[src/rtl/rot_pkg.sv]
package rot_pkg;
  localparam int unsigned COORD_W_D = 11;
  localparam int unsigned TRIG_W_D  = 16;
  localparam int unsigned FRAC_W_D  = 14;
  localparam int unsigned BG_W_D    = 16;
endpackage

[src/rtl/rot_raster_scan.sv]
module rot_raster_scan #(
  parameter int unsigned COORD_W = rot_pkg::COORD_W_D,
  parameter int unsigned TRIG_W  = rot_pkg::TRIG_W_D,
  parameter int unsigned BG_W    = rot_pkg::BG_W_D
) (
  input  logic                      clk_i,
  input  logic                      rst_ni,
  input  logic                      start_i,
  input  logic                      pipe_busy_i,
  input  logic signed [TRIG_W-1:0]  sin_i,
  input  logic signed [TRIG_W-1:0]  cos_i,
  input  logic [COORD_W-1:0]        cx_i,
  input  logic [COORD_W-1:0]        cy_i,
  input  logic [COORD_W-1:0]        width_i,
  input  logic [COORD_W-1:0]        height_i,
  input  logic [BG_W-1:0]           bg_i,
  output logic signed [TRIG_W-1:0]  sin_o,
  output logic signed [TRIG_W-1:0]  cos_o,
  output logic [COORD_W-1:0]        cx_o,
  output logic [COORD_W-1:0]        cy_o,
  output logic [COORD_W-1:0]        width_o,
  output logic [COORD_W-1:0]        height_o,
  output logic [BG_W-1:0]           bg_o,
  output logic                      pix_valid_o,
  output logic [COORD_W-1:0]        x_o,
  output logic [COORD_W-1:0]        y_o
);
  logic                     active_q;
  logic [COORD_W-1:0]       x_q, y_q;
  logic signed [TRIG_W-1:0] sin_q, cos_q;
  logic [COORD_W-1:0]       cx_q, cy_q, width_q, height_q;
  logic [BG_W-1:0]          bg_q;
  logic                     accept, last_x, last_y;

  assign accept = start_i && !active_q && !pipe_busy_i;
  assign last_x = (x_q == width_q - COORD_W'(1));
  assign last_y = (y_q == height_q - COORD_W'(1));

  always_ff @(posedge clk_i or negedge rst_ni) begin
    if (!rst_ni) begin
      active_q <= 1'b0;
      x_q      <= '0;
      y_q      <= '0;
      sin_q    <= '0;
      cos_q    <= '0;
      cx_q     <= '0;
      cy_q     <= '0;
      width_q  <= '0;
      height_q <= '0;
      bg_q     <= '0;
    end else if (accept) begin
      active_q <= 1'b1;
      x_q      <= '0;
      y_q      <= '0;
      sin_q    <= sin_i;
      cos_q    <= cos_i;
      cx_q     <= cx_i;
      cy_q     <= cy_i;
      width_q  <= width_i;
      height_q <= height_i;
      bg_q     <= bg_i;
    end else if (active_q) begin
      if (last_x) begin
        x_q <= '0;
        if (last_y) active_q <= 1'b0;
        else        y_q      <= y_q + COORD_W'(1);
      end else begin
        x_q <= x_q + COORD_W'(1);
      end
    end
  end

  assign sin_o       = sin_q;
  assign cos_o       = cos_q;
  assign cx_o        = cx_q;
  assign cy_o        = cy_q;
  assign width_o     = width_q;
  assign height_o    = height_q;
  assign bg_o        = bg_q;
  assign pix_valid_o = active_q;
  assign x_o         = x_q;
  assign y_o         = y_q;

  p_coord_in_frame_r2: assert property (@(posedge clk_i) disable iff (!rst_ni)
    active_q |-> (x_q < width_q) && (y_q < height_q));

  p_hold_cfg_r8: assert property (@(posedge clk_i) disable iff (!rst_ni)
    (start_i && (active_q || pipe_busy_i)) |=>
      $stable(sin_q) && $stable(cos_q) && $stable(cx_q) && $stable(cy_q) &&
      $stable(width_q) && $stable(height_q) && $stable(bg_q));
endmodule

[src/rtl/rot_inv_map.sv]
module rot_inv_map #(
  parameter int unsigned COORD_W = rot_pkg::COORD_W_D,
  parameter int unsigned TRIG_W  = rot_pkg::TRIG_W_D,
  parameter int unsigned FRAC_W  = rot_pkg::FRAC_W_D,
  localparam int unsigned DW     = COORD_W + 1,
  localparam int unsigned PW     = DW + TRIG_W,
  localparam int unsigned SW     = PW + 1
) (
  input  logic                      clk_i,
  input  logic                      rst_ni,
  input  logic                      valid_i,
  input  logic [COORD_W-1:0]        x_i,
  input  logic [COORD_W-1:0]        y_i,
  input  logic [COORD_W-1:0]        cx_i,
  input  logic [COORD_W-1:0]        cy_i,
  input  logic signed [TRIG_W-1:0]  sin_i,
  input  logic signed [TRIG_W-1:0]  cos_i,
  output logic                      valid_o,
  output logic signed [SW-1:0]      src_x_o,
  output logic signed [SW-1:0]      src_y_o,
  output logic                      busy_o
);
  localparam int HALF = 1 << (FRAC_W - 1);

  logic                 v1_q, v2_q, v3_q;
  logic signed [DW-1:0] dx_q, dy_q;
  logic signed [PW-1:0] pxc_q, pys_q, pxs_q, pyc_q;
  logic signed [SW-1:0] sx_q, sy_q;
  logic signed [DW-1:0] cx_s, cy_s;
  logic signed [SW-1:0] sum_x, sum_y, flr_x, flr_y;

  assign cx_s = $signed({1'b0, cx_i});
  assign cy_s = $signed({1'b0, cy_i});

  // round half up: add one half, then floor via arithmetic shift
  assign sum_x = SW'(pxc_q) + SW'(pys_q) + SW'(HALF);
  assign sum_y = SW'(pyc_q) - SW'(pxs_q) + SW'(HALF);
  assign flr_x = sum_x >>> FRAC_W;
  assign flr_y = sum_y >>> FRAC_W;

  always_ff @(posedge clk_i or negedge rst_ni) begin
    if (!rst_ni) begin
      v1_q  <= 1'b0;
      v2_q  <= 1'b0;
      v3_q  <= 1'b0;
      dx_q  <= '0;
      dy_q  <= '0;
      pxc_q <= '0;
      pys_q <= '0;
      pxs_q <= '0;
      pyc_q <= '0;
      sx_q  <= '0;
      sy_q  <= '0;
    end else begin
      v1_q <= valid_i;
      v2_q <= v1_q;
      v3_q <= v2_q;
      if (valid_i) begin
        dx_q <= $signed({1'b0, x_i}) - cx_s;
        dy_q <= $signed({1'b0, y_i}) - cy_s;
      end
      if (v1_q) begin
        pxc_q <= PW'(dx_q) * PW'(cos_i);
        pys_q <= PW'(dy_q) * PW'(sin_i);
        pxs_q <= PW'(dx_q) * PW'(sin_i);
        pyc_q <= PW'(dy_q) * PW'(cos_i);
      end
      if (v2_q) begin
        sx_q <= flr_x + SW'(cx_s);
        sy_q <= flr_y + SW'(cy_s);
      end
    end
  end

  assign valid_o = v3_q;
  assign src_x_o = sx_q;
  assign src_y_o = sy_q;
  assign busy_o  = v1_q | v2_q | v3_q;
endmodule

[src/rtl/rot_bounds_addr.sv]
module rot_bounds_addr #(
  parameter int unsigned COORD_W = rot_pkg::COORD_W_D,
  parameter int unsigned SW      = 2 * rot_pkg::COORD_W_D,
  parameter int unsigned BG_W    = rot_pkg::BG_W_D,
  localparam int unsigned ADDR_W = 2 * COORD_W,
  localparam int unsigned OUT_W  = (ADDR_W > BG_W) ? ADDR_W : BG_W
) (
  input  logic                  clk_i,
  input  logic                  rst_ni,
  input  logic                  valid_i,
  input  logic signed [SW-1:0]  src_x_i,
  input  logic signed [SW-1:0]  src_y_i,
  input  logic [COORD_W-1:0]    width_i,
  input  logic [COORD_W-1:0]    height_i,
  input  logic [BG_W-1:0]       bg_i,
  output logic                  valid_o,
  output logic                  outside_o,
  output logic [OUT_W-1:0]      data_o
);
  logic signed [SW-1:0] w_s, h_s;
  logic                 outside_n;
  logic [ADDR_W-1:0]    addr_n;

  assign w_s = $signed(SW'(width_i));
  assign h_s = $signed(SW'(height_i));

  assign outside_n = (src_x_i < 0) || (src_x_i >= w_s) ||
                     (src_y_i < 0) || (src_y_i >= h_s);

  assign addr_n = ADDR_W'(src_y_i[COORD_W-1:0]) * ADDR_W'(width_i) +
                  ADDR_W'(src_x_i[COORD_W-1:0]);

  always_ff @(posedge clk_i or negedge rst_ni) begin
    if (!rst_ni) begin
      valid_o   <= 1'b0;
      outside_o <= 1'b0;
      data_o    <= '0;
    end else begin
      valid_o <= valid_i;
      if (valid_i) begin
        outside_o <= outside_n;
        data_o    <= outside_n ? OUT_W'(bg_i) : OUT_W'(addr_n);
      end
    end
  end

  p_addr_in_image_r6: assert property (@(posedge clk_i) disable iff (!rst_ni)
    (valid_o && !outside_o) |-> (data_o < (OUT_W'(width_i) * OUT_W'(height_i))));
endmodule

[src/rtl/rot_addr_gen.sv]
module rot_addr_gen #(
  parameter int unsigned COORD_W = rot_pkg::COORD_W_D,
  parameter int unsigned TRIG_W  = rot_pkg::TRIG_W_D,
  parameter int unsigned FRAC_W  = rot_pkg::FRAC_W_D,
  parameter int unsigned BG_W    = rot_pkg::BG_W_D,
  localparam int unsigned ADDR_W = 2 * COORD_W,
  localparam int unsigned OUT_W  = (ADDR_W > BG_W) ? ADDR_W : BG_W,
  localparam int unsigned SW     = COORD_W + 1 + TRIG_W + 1
) (
  input  logic                     clk_i,
  input  logic                     rst_ni,
  input  logic                     start_i,
  input  logic signed [TRIG_W-1:0] sin_i,
  input  logic signed [TRIG_W-1:0] cos_i,
  input  logic [COORD_W-1:0]       cx_i,
  input  logic [COORD_W-1:0]       cy_i,
  input  logic [COORD_W-1:0]       width_i,
  input  logic [COORD_W-1:0]       height_i,
  input  logic [BG_W-1:0]          bg_i,
  output logic                     valid_o,
  output logic                     outside_o,
  output logic [OUT_W-1:0]         data_o
);
  logic signed [TRIG_W-1:0] sin_l, cos_l;
  logic [COORD_W-1:0]       cx_l, cy_l, width_l, height_l;
  logic [BG_W-1:0]          bg_l;
  logic                     pix_valid;
  logic [COORD_W-1:0]       pix_x, pix_y;
  logic                     map_valid, map_busy, pipe_busy;
  logic signed [SW-1:0]     src_x, src_y;

  assign pipe_busy = map_busy | valid_o;

  rot_raster_scan #(
    .COORD_W(COORD_W), .TRIG_W(TRIG_W), .BG_W(BG_W)
  ) u_scan (
    .clk_i, .rst_ni, .start_i,
    .pipe_busy_i (pipe_busy),
    .sin_i, .cos_i, .cx_i, .cy_i, .width_i, .height_i, .bg_i,
    .sin_o       (sin_l),
    .cos_o       (cos_l),
    .cx_o        (cx_l),
    .cy_o        (cy_l),
    .width_o     (width_l),
    .height_o    (height_l),
    .bg_o        (bg_l),
    .pix_valid_o (pix_valid),
    .x_o         (pix_x),
    .y_o         (pix_y)
  );

  rot_inv_map #(
    .COORD_W(COORD_W), .TRIG_W(TRIG_W), .FRAC_W(FRAC_W)
  ) u_map (
    .clk_i, .rst_ni,
    .valid_i (pix_valid),
    .x_i     (pix_x),
    .y_i     (pix_y),
    .cx_i    (cx_l),
    .cy_i    (cy_l),
    .sin_i   (sin_l),
    .cos_i   (cos_l),
    .valid_o (map_valid),
    .src_x_o (src_x),
    .src_y_o (src_y),
    .busy_o  (map_busy)
  );

  rot_bounds_addr #(
    .COORD_W(COORD_W), .SW(SW), .BG_W(BG_W)
  ) u_bounds (
    .clk_i, .rst_ni,
    .valid_i   (map_valid),
    .src_x_i   (src_x),
    .src_y_i   (src_y),
    .width_i   (width_l),
    .height_i  (height_l),
    .bg_i      (bg_l),
    .valid_o,
    .outside_o,
    .data_o
  );

  p_latency_r3: assert property (@(posedge clk_i) disable iff (!rst_ni)
    valid_o == $past(pix_valid, 4));

  p_quiet_idle_r1: assert property (@(posedge clk_i) disable iff (!rst_ni)
    (!pix_valid && !map_busy) |=> !valid_o);
endmodule

[config.mk]
export PLATFORM = sky130hd
export DESIGN_NAME = rot_addr_gen
export DESIGN_NICKNAME = d
export VERILOG_FILES = /design/src/rtl/rot_pkg.sv /design/src/rtl/rot_raster_scan.sv /design/src/rtl/rot_inv_map.sv /design/src/rtl/rot_bounds_addr.sv /design/src/rtl/rot_addr_gen.sv
export SDC_FILE = /design/constraint.sdc
export NUM_CORES = 2
export LEC_CHECK = 0
export BUFFER_PORTS_ARGS = -buffer_cell sky130_fd_sc_hd__buf_2
export CAP_MARGIN = 20
export CORE_MARGIN = 4
export CORE_UTILIZATION = 25
export DETAILED_ROUTE_END_ITERATION = 10
export PLACE_DENSITY = 0.4
export SLEW_MARGIN = 15
export SYNTH_ARGS = -nofsm -noshare
export SYNTH_HDL_FRONTEND = slang
export SYNTH_SLANG_ARGS = --single-unit
[constraint.sdc]
create_clock -name clk_i -period 6.9 [get_ports clk_i]
set_clock_uncertainty 0.2 [all_clocks]
set_input_delay 1.38 -clock clk_i [delete_from_list [all_inputs] [get_ports clk_i]]
set_output_delay 1.38 -clock clk_i [all_outputs]
set_load 0.1 [all_outputs]
== After elaboration in Yosys (flattened, before gate mapping) ==
Cells that the tools add are included.
Operators by class
  add/subtract/negate cells: 13
  bitwise operators: 3
  eq/ne operators: 3
  multipliers: 5
  magnitude comparators: 4
  reduce and logical (&&, ||, !) cells: 10
  mux-type cells: 12
Operator list (number)
  12-bit by 16-bit multiplier with 28-bit output: 4
  11-bit 2-to-1 mux: 7
  29-bit by 15-bit adder with 29-bit output, second input constant: 2
  15-bit by 12-bit adder with 16-bit output: 2
  16-bit by 12-bit greater-or-equal comparator with 1-bit output: 2
  16-bit by 1-bit less-than comparator with 1-bit output, second input constant: 2
  28-bit by 28-bit adder with 29-bit output: 1
  28-bit by 28-bit subtractor with 29-bit output: 1
  11-bit by 11-bit subtractor with 12-bit output: 2
  11-bit by 1-bit adder with 11-bit output, second input constant: 2
  22-bit by 11-bit adder with 22-bit output: 1
  11-bit equality test: 2
  11-bit by 11-bit multiplier with 22-bit output: 1
  22-bit 2-to-1 mux: 1
  11-bit by 1-bit subtractor with 11-bit output, second input constant: 2
  1-bit 2-to-1 mux: 4
  2-bit nonzero test: 2
  1-bit logical OR: 3
  1-bit OR: 3
  3-bit AND reduction: 1
  1-bit logical AND: 2
  1-bit logical NOT: 2
  2-bit by 1-bit != test with 1-bit output, second input constant: 1
Storage, ports and cells
  flip-flop bits (word level): 310
  output and inout port bits: 24
  input port bits: 95

== Logic depth before layout (Yosys ltp) ==
  depth in word-level cells: 7
  gate-level depth with buffers: 24
  mapped depth without buffers: 23

== By module ==
Synthesis repeated with hierarchy kept, for this count alone.
Second synthesis, totals
  cell total of the unflattened synthesis: 5547
  area total of the unflattened synthesis: 49806.5 um^2
Modules (own cells, without submodules)
  rot_inv_map: area each 38209.1 um^2, cells each 4169, instances 1
  rot_bounds_addr: area each 6064.6 um^2, cells each 729, instances 1
  rot_raster_scan: area each 5526.6 um^2, cells each 648, instances 1
  rot_addr_gen: area each 6.3 um^2, cells each 1, instances 1

== Least setup slack after synthesis ==
No wires, ideal clock.
  kind: reg2reg
  start point: register u_scan.cos_q[11], in the netlist u_scan.cos_o[11]
  end point: register u_map.pxc_q[27]
  data required time: 6.564 ns
  cell stages (with the launch flop): 23
  library setup time: 0.136 ns
  buffers on the path: 1
  path slack: 0.868 ns
  arrival time: 5.696 ns
  cells stage by stage: dfrtp_1 -> clkbuf_1 -> and2_1 -> fa_1 -> inv_1 -> fa_1 -> fa_1 -> inv_1 -> fa_1 -> inv_1 -> fa_1 -> inv_1 -> ha_1 -> a21o_1 -> a21o_1 -> a31oi_1 -> a211oi_1 -> a221oi_1 -> o211ai_1 -> a2111o_1 -> a31oi_1 -> xnor2_1 -> a21oi_1
Between the ends
  word-level cells in the longest chain between the ends: 1
RTL lines
  start, declared: RTL line rot_raster_scan.sv:30  | logic signed [TRIG_W-1:0] sin_q, cos_q;
  start signal, assigned: RTL line rot_raster_scan.sv:56  | cos_q <= cos_i;
  12-bit by 16-bit multiplier with 28-bit output: RTL line rot_inv_map.sv:63  | pxc_q <= PW'(dx_q) * PW'(cos_i);
  end signal, assigned: RTL line rot_inv_map.sv:63
  end, declared: RTL line rot_inv_map.sv:27  | logic signed [PW-1:0] pxc_q, pys_q, pxs_q, pyc_q;
No other way between the ends.
A chain may end at the register's enable or synchronous reset.

== Worst setup path after layout ==
  start point: register u_map.dx_q[6]
  end point: register u_map.pxs_q[24]
Between the ends
  word-level cells in the longest chain between the ends: 1
RTL lines
  start, declared: RTL line rot_inv_map.sv:26  | logic signed [DW-1:0] dx_q, dy_q;
  start signal, assigned: RTL line rot_inv_map.sv:59  | dx_q <= $signed({1'b0, x_i}) - cx_s;
  12-bit by 16-bit multiplier with 28-bit output: RTL line rot_inv_map.sv:65  | pxs_q <= PW'(dx_q) * PW'(sin_i);
  end signal, assigned: RTL line rot_inv_map.sv:65
  end, declared: RTL line rot_inv_map.sv:27
No other way between the ends.

==> impl_metrics.py <==
metrics = {
    "worst_setup_path": {
        "critical-path-max-stage-delay_ns": 0.59,
        "crit_required_ns": 7.24,
        "path_max_fanout": 15,
        "cp_num_buf_inv": 6,
        "path_class": "register to register",
        "crit_path_cell_trace": "buf_4 > buf_4 > nand2_1 > fa_1 > inv_1 > fa_1 > fa_1 > fa_1 > inv_1 > fa_1 > inv_1 > ha_1 > o21ai_0 > nand2b_1 > a21o_1 > and3_1 > a311oi_1 > buf_4 > nor2b_1 > o21ai_0 > a21oi_1 > mux2_2",
        "reg2regPathDepth": 22,
        "cp_slowest_cell": "dfrtp_1",
        "cp-start-kind": "register",
        "path_common_cell": "fa_1",
        "critPathTopFamily": "adder cells",
        "cp_num_cells": 22,
        "end_kind": "register",
        "arrival_ns": 6.94,
    },
    "floorplanning": {
        "die_h_um": 449,
        "core_sq_um": 193000,
        "dieArea_sq_um": 202000,
        "die_w_um": 449,
        "io_pins": 119,
        "start_util": 0.252,
        "rows": 161,
    },
    "detailed_routing": {
        "remaining_drc_errors": 0,
        "drt_iter0_drc": 1760,
        "drtAntennaViolNets": 0,
        "wl_um": 147000,
        "wl_met1_um": 69000,
        "top_layer": "met4",
        "num_vias": 35500,
        "wire_per_inst_um": 18.2,
        "wl_met2_um": 67500,
        "drtPass1Iterations": 8,
        "vias_per_cell": 4.41,
        "dr_wl_met3_um": 6500,
    },
    "min_path": {
        "min_path_type": "register to register",
        "hold_depth": 2,
    },
    "final_layout": {
        "layout-drive-gt1-share": 0.0829,
        "area.growth.synth_to_final_pct": 11.8,
        "nets": 6859,
    },
    "logic_synthesis": {
        "synthFlopType": "dfrtp_1",
        "synth_most_common_cell": "inv_1",
        "synthesis.area_sq_um": 48700,
        "syn-num-nets": 6777,
        "synth-edff-count": 0,
        "synth.distinct_cells": 77,
        "yosys_warnings": 0,
        "netlist_instances": 5403,
        "synth-seq-area-share": 0.159,
        "synth.top_cells.by_count": "1079 x inv_1, 855 x nand2_1, 807 x fa_1",
        "synth-seq-cells": 310,
        "syn_area_per_cell_sq_um": 9.01,
        "yosysTopAreaCellShare": 0.332,
        "synth_area_leaders": "fa_1 33%, dfrtp_1 16%, ha_1 12%, inv_1 8.3%, nand2_1 6.6%",
        "async_flop_share": 1.00,
        "synth_top_area_cell": "fa_1",
    },
    "clocking": {
        "clkLatencyLatePin_ns": 0.66,
        "holdBufCountCts": 0,
        "cts_htree_levels": 2,
        "root_buffer": "clkbuf_16",
        "cts_sinks": 310,
        "cts_tree": "done",
        "clock_path_buffers": 3,
        "cts-buffers-inserted": 46,
        "clk_pin_slew_ns": 0.06,
        "cts_setup_buffers": 0,
    },
    "global_route": {
        "grt_overflow": 0,
        "grt_pass1_wl_um": 232000,
        "grt_max_degree": 98,
        "antenna_found_initial": 10,
        "first_global_vias": 38000,
        "grtUsageTotal": 0.148,
    },
    "timing": {
        "slew_violations": 0,
        "rsz0062_at_grt": "no",
        "post-route-period-util": 0.956,
        "post-route-min-period_ns": 6.60,
        "setup-tns-final_ns": 0,
        "slew-limit-headroom": 0.329,
        "timing.fmax_mhz": 152,
        "worst_pin_slew_ns": 0.998,
        "finalHoldViolCount": 0,
        "setup_viol_count_final": 0,
    },
    "place": {
        "hpwl_um": 120000,
        "gp_congestion": 0.805,
        "io_buffer_count": 118,
    },
    "status": {
        "status": "finished, final reports clean",
    },
    "run": {
        "drv_cap": 0,
    },
}
-- cell families after synthesis --
kind of cell	Yosys count	synth area share
AOI/OAI and AO/OA	629	0.0826
xor gates and xnor gates	195	0.0351
muxes	81	0.0186
buffers and inverters	1309	0.101
and+or+nand+nor	1600	0.150
adders and majority gates	1279	0.453
DFF	310	0.159
-- area by class of cell --
| class | instances | area [sq um] |
|---|---|---|
| diodes | 4 | 10.0 |
| clock buffers | 56 | 1240 |
| clock inverters | 29 | 367 |
| fillers | 20600 | 139000 |
| inverters | 1083 | 4070 |
| multi-input cells | 3784 | 36100 |
| flip-flops and latches | 310 | 7770 |
| well taps | 2526 | 3160 |
| repair buffers | 260 | 1790 |
-- worst register-to-register path, delay by kind of cell (launching register included) --
kind | cells | cell delay, ns
adders and majority gates | 6 | 2.84
AOI/OAI and AO/OA | 5 | 1.21
buffers and inverters | 6 | 1.01
muxes | 1 | 0.26
DFF | 1 | 0.59
and+or+nand+nor | 4 | 0.37
-- routing by layer --
| layer | GRT usage | vias to the layer above |
|---|---|---|
| li1 | - | 16900 |
| met1 | 0.209 | 18000 |
| met2 | 0.239 | 569 |
| met3 | 0.0227 | 123 |
| met4 | 0.0340 | 0 |
| met5 | 0 | - |
-- metrics by stage --
| stage | util | instances | cell area, sq um | hold WS, ns | setup WS (ns) |
|---|---|---|---|---|---|
| 2_1_floorplan | - | 5403 | 48700 | 0.152 | 0.868 |
| 3_3_place_gp | 0.273 | 7962 | 52800 | 0.254 | 0.271 |
| 3_5_place_dp | 0.273 | 7962 | 52800 | 0.258 | 0.227 |
| 4_1_cts | 0.282 | 8047 | 54400 | 0.275 | 0.219 |
| 5_1_grt | 0.282 | 8051 | 54500 | 0.293 | 0.00458 |
| 6_report | 0.282 | 8052 | 54500 | 0.269 | 0.304 |
-- flip-flops by register name (all words and copies together) (netlist names) --
signal / flops
u_bounds.data_o: 22
u_bounds.outside_o: 1
u_bounds.valid_o: 1
u_map.dx_q: 12
u_map.dy_q: 12
u_map.pxc_q: 28
u_map.pxs_q: 28
u_map.pyc_q: 28
u_map.pys_q: 28
u_map.src_x_o: 16
u_map.src_y_o: 16
u_map.v1_q: 1
u_map.v2_q: 1
u_map.valid_o: 1
u_scan.bg_o: 16
u_scan.cos_o: 16
u_scan.cx_o: 11
u_scan.cy_o: 11
u_scan.height_o: 11
u_scan.pix_valid_o: 1
u_scan.sin_o: 16
u_scan.width_o: 11
u_scan.x_o: 11
u_scan.y_o: 11
-- cells in the final DEF (no fill, tap or decap), types with 12 or more instances in the layout --
cell type	instances
inv_1	1078
nand2_1	855
fa_1	807
ha_1	472
dfrtp_1	298
and2_1	276
nor2_1	196
o21ai_0	178
xnor2_1	146
a21oi_1	133
buf_4	132
buf_2	117
a21o_1	80
mux2_2	75
nor3_1	59
xor2_1	49
clkbuf_16	46
nand3_1	44
nand2b_1	38
o21a_1	37
nor2b_1	31
a31oi_1	31
o31ai_1	20
a211oi_1	20
and3_1	18
nand4_1	18
a21boi_0	17
or3_1	15
o21bai_1	14
nor4_1	12
-- repair_timing --
action,in CTS,in global routing
resized for setup,0,16
endpoints found under the hold margin,0,0
setup endpoints to repair,0,11
-- worst paths after layout --
path	slack, ns	from	end
min in group asynchronous	0.45	rst_ni	u_scan.bg_o[4]
max	0.30	u_map.dx_q[6]	u_map.pxs_q[24]
min reg2reg	0.27	u_scan.bg_o[7]	u_scan.bg_o[7]
max in group asynchronous	4.87	rst_ni	u_map.pyc_q[13]
min	0.27	u_scan.bg_o[7]	u_scan.bg_o[7]
max reg2reg	0.30	u_map.dx_q[6]	u_map.pxs_q[24]
Power is left out: the tool's default activity adds up to more than one toggle a clock period on the data nets, which glitch-free logic cannot reach.
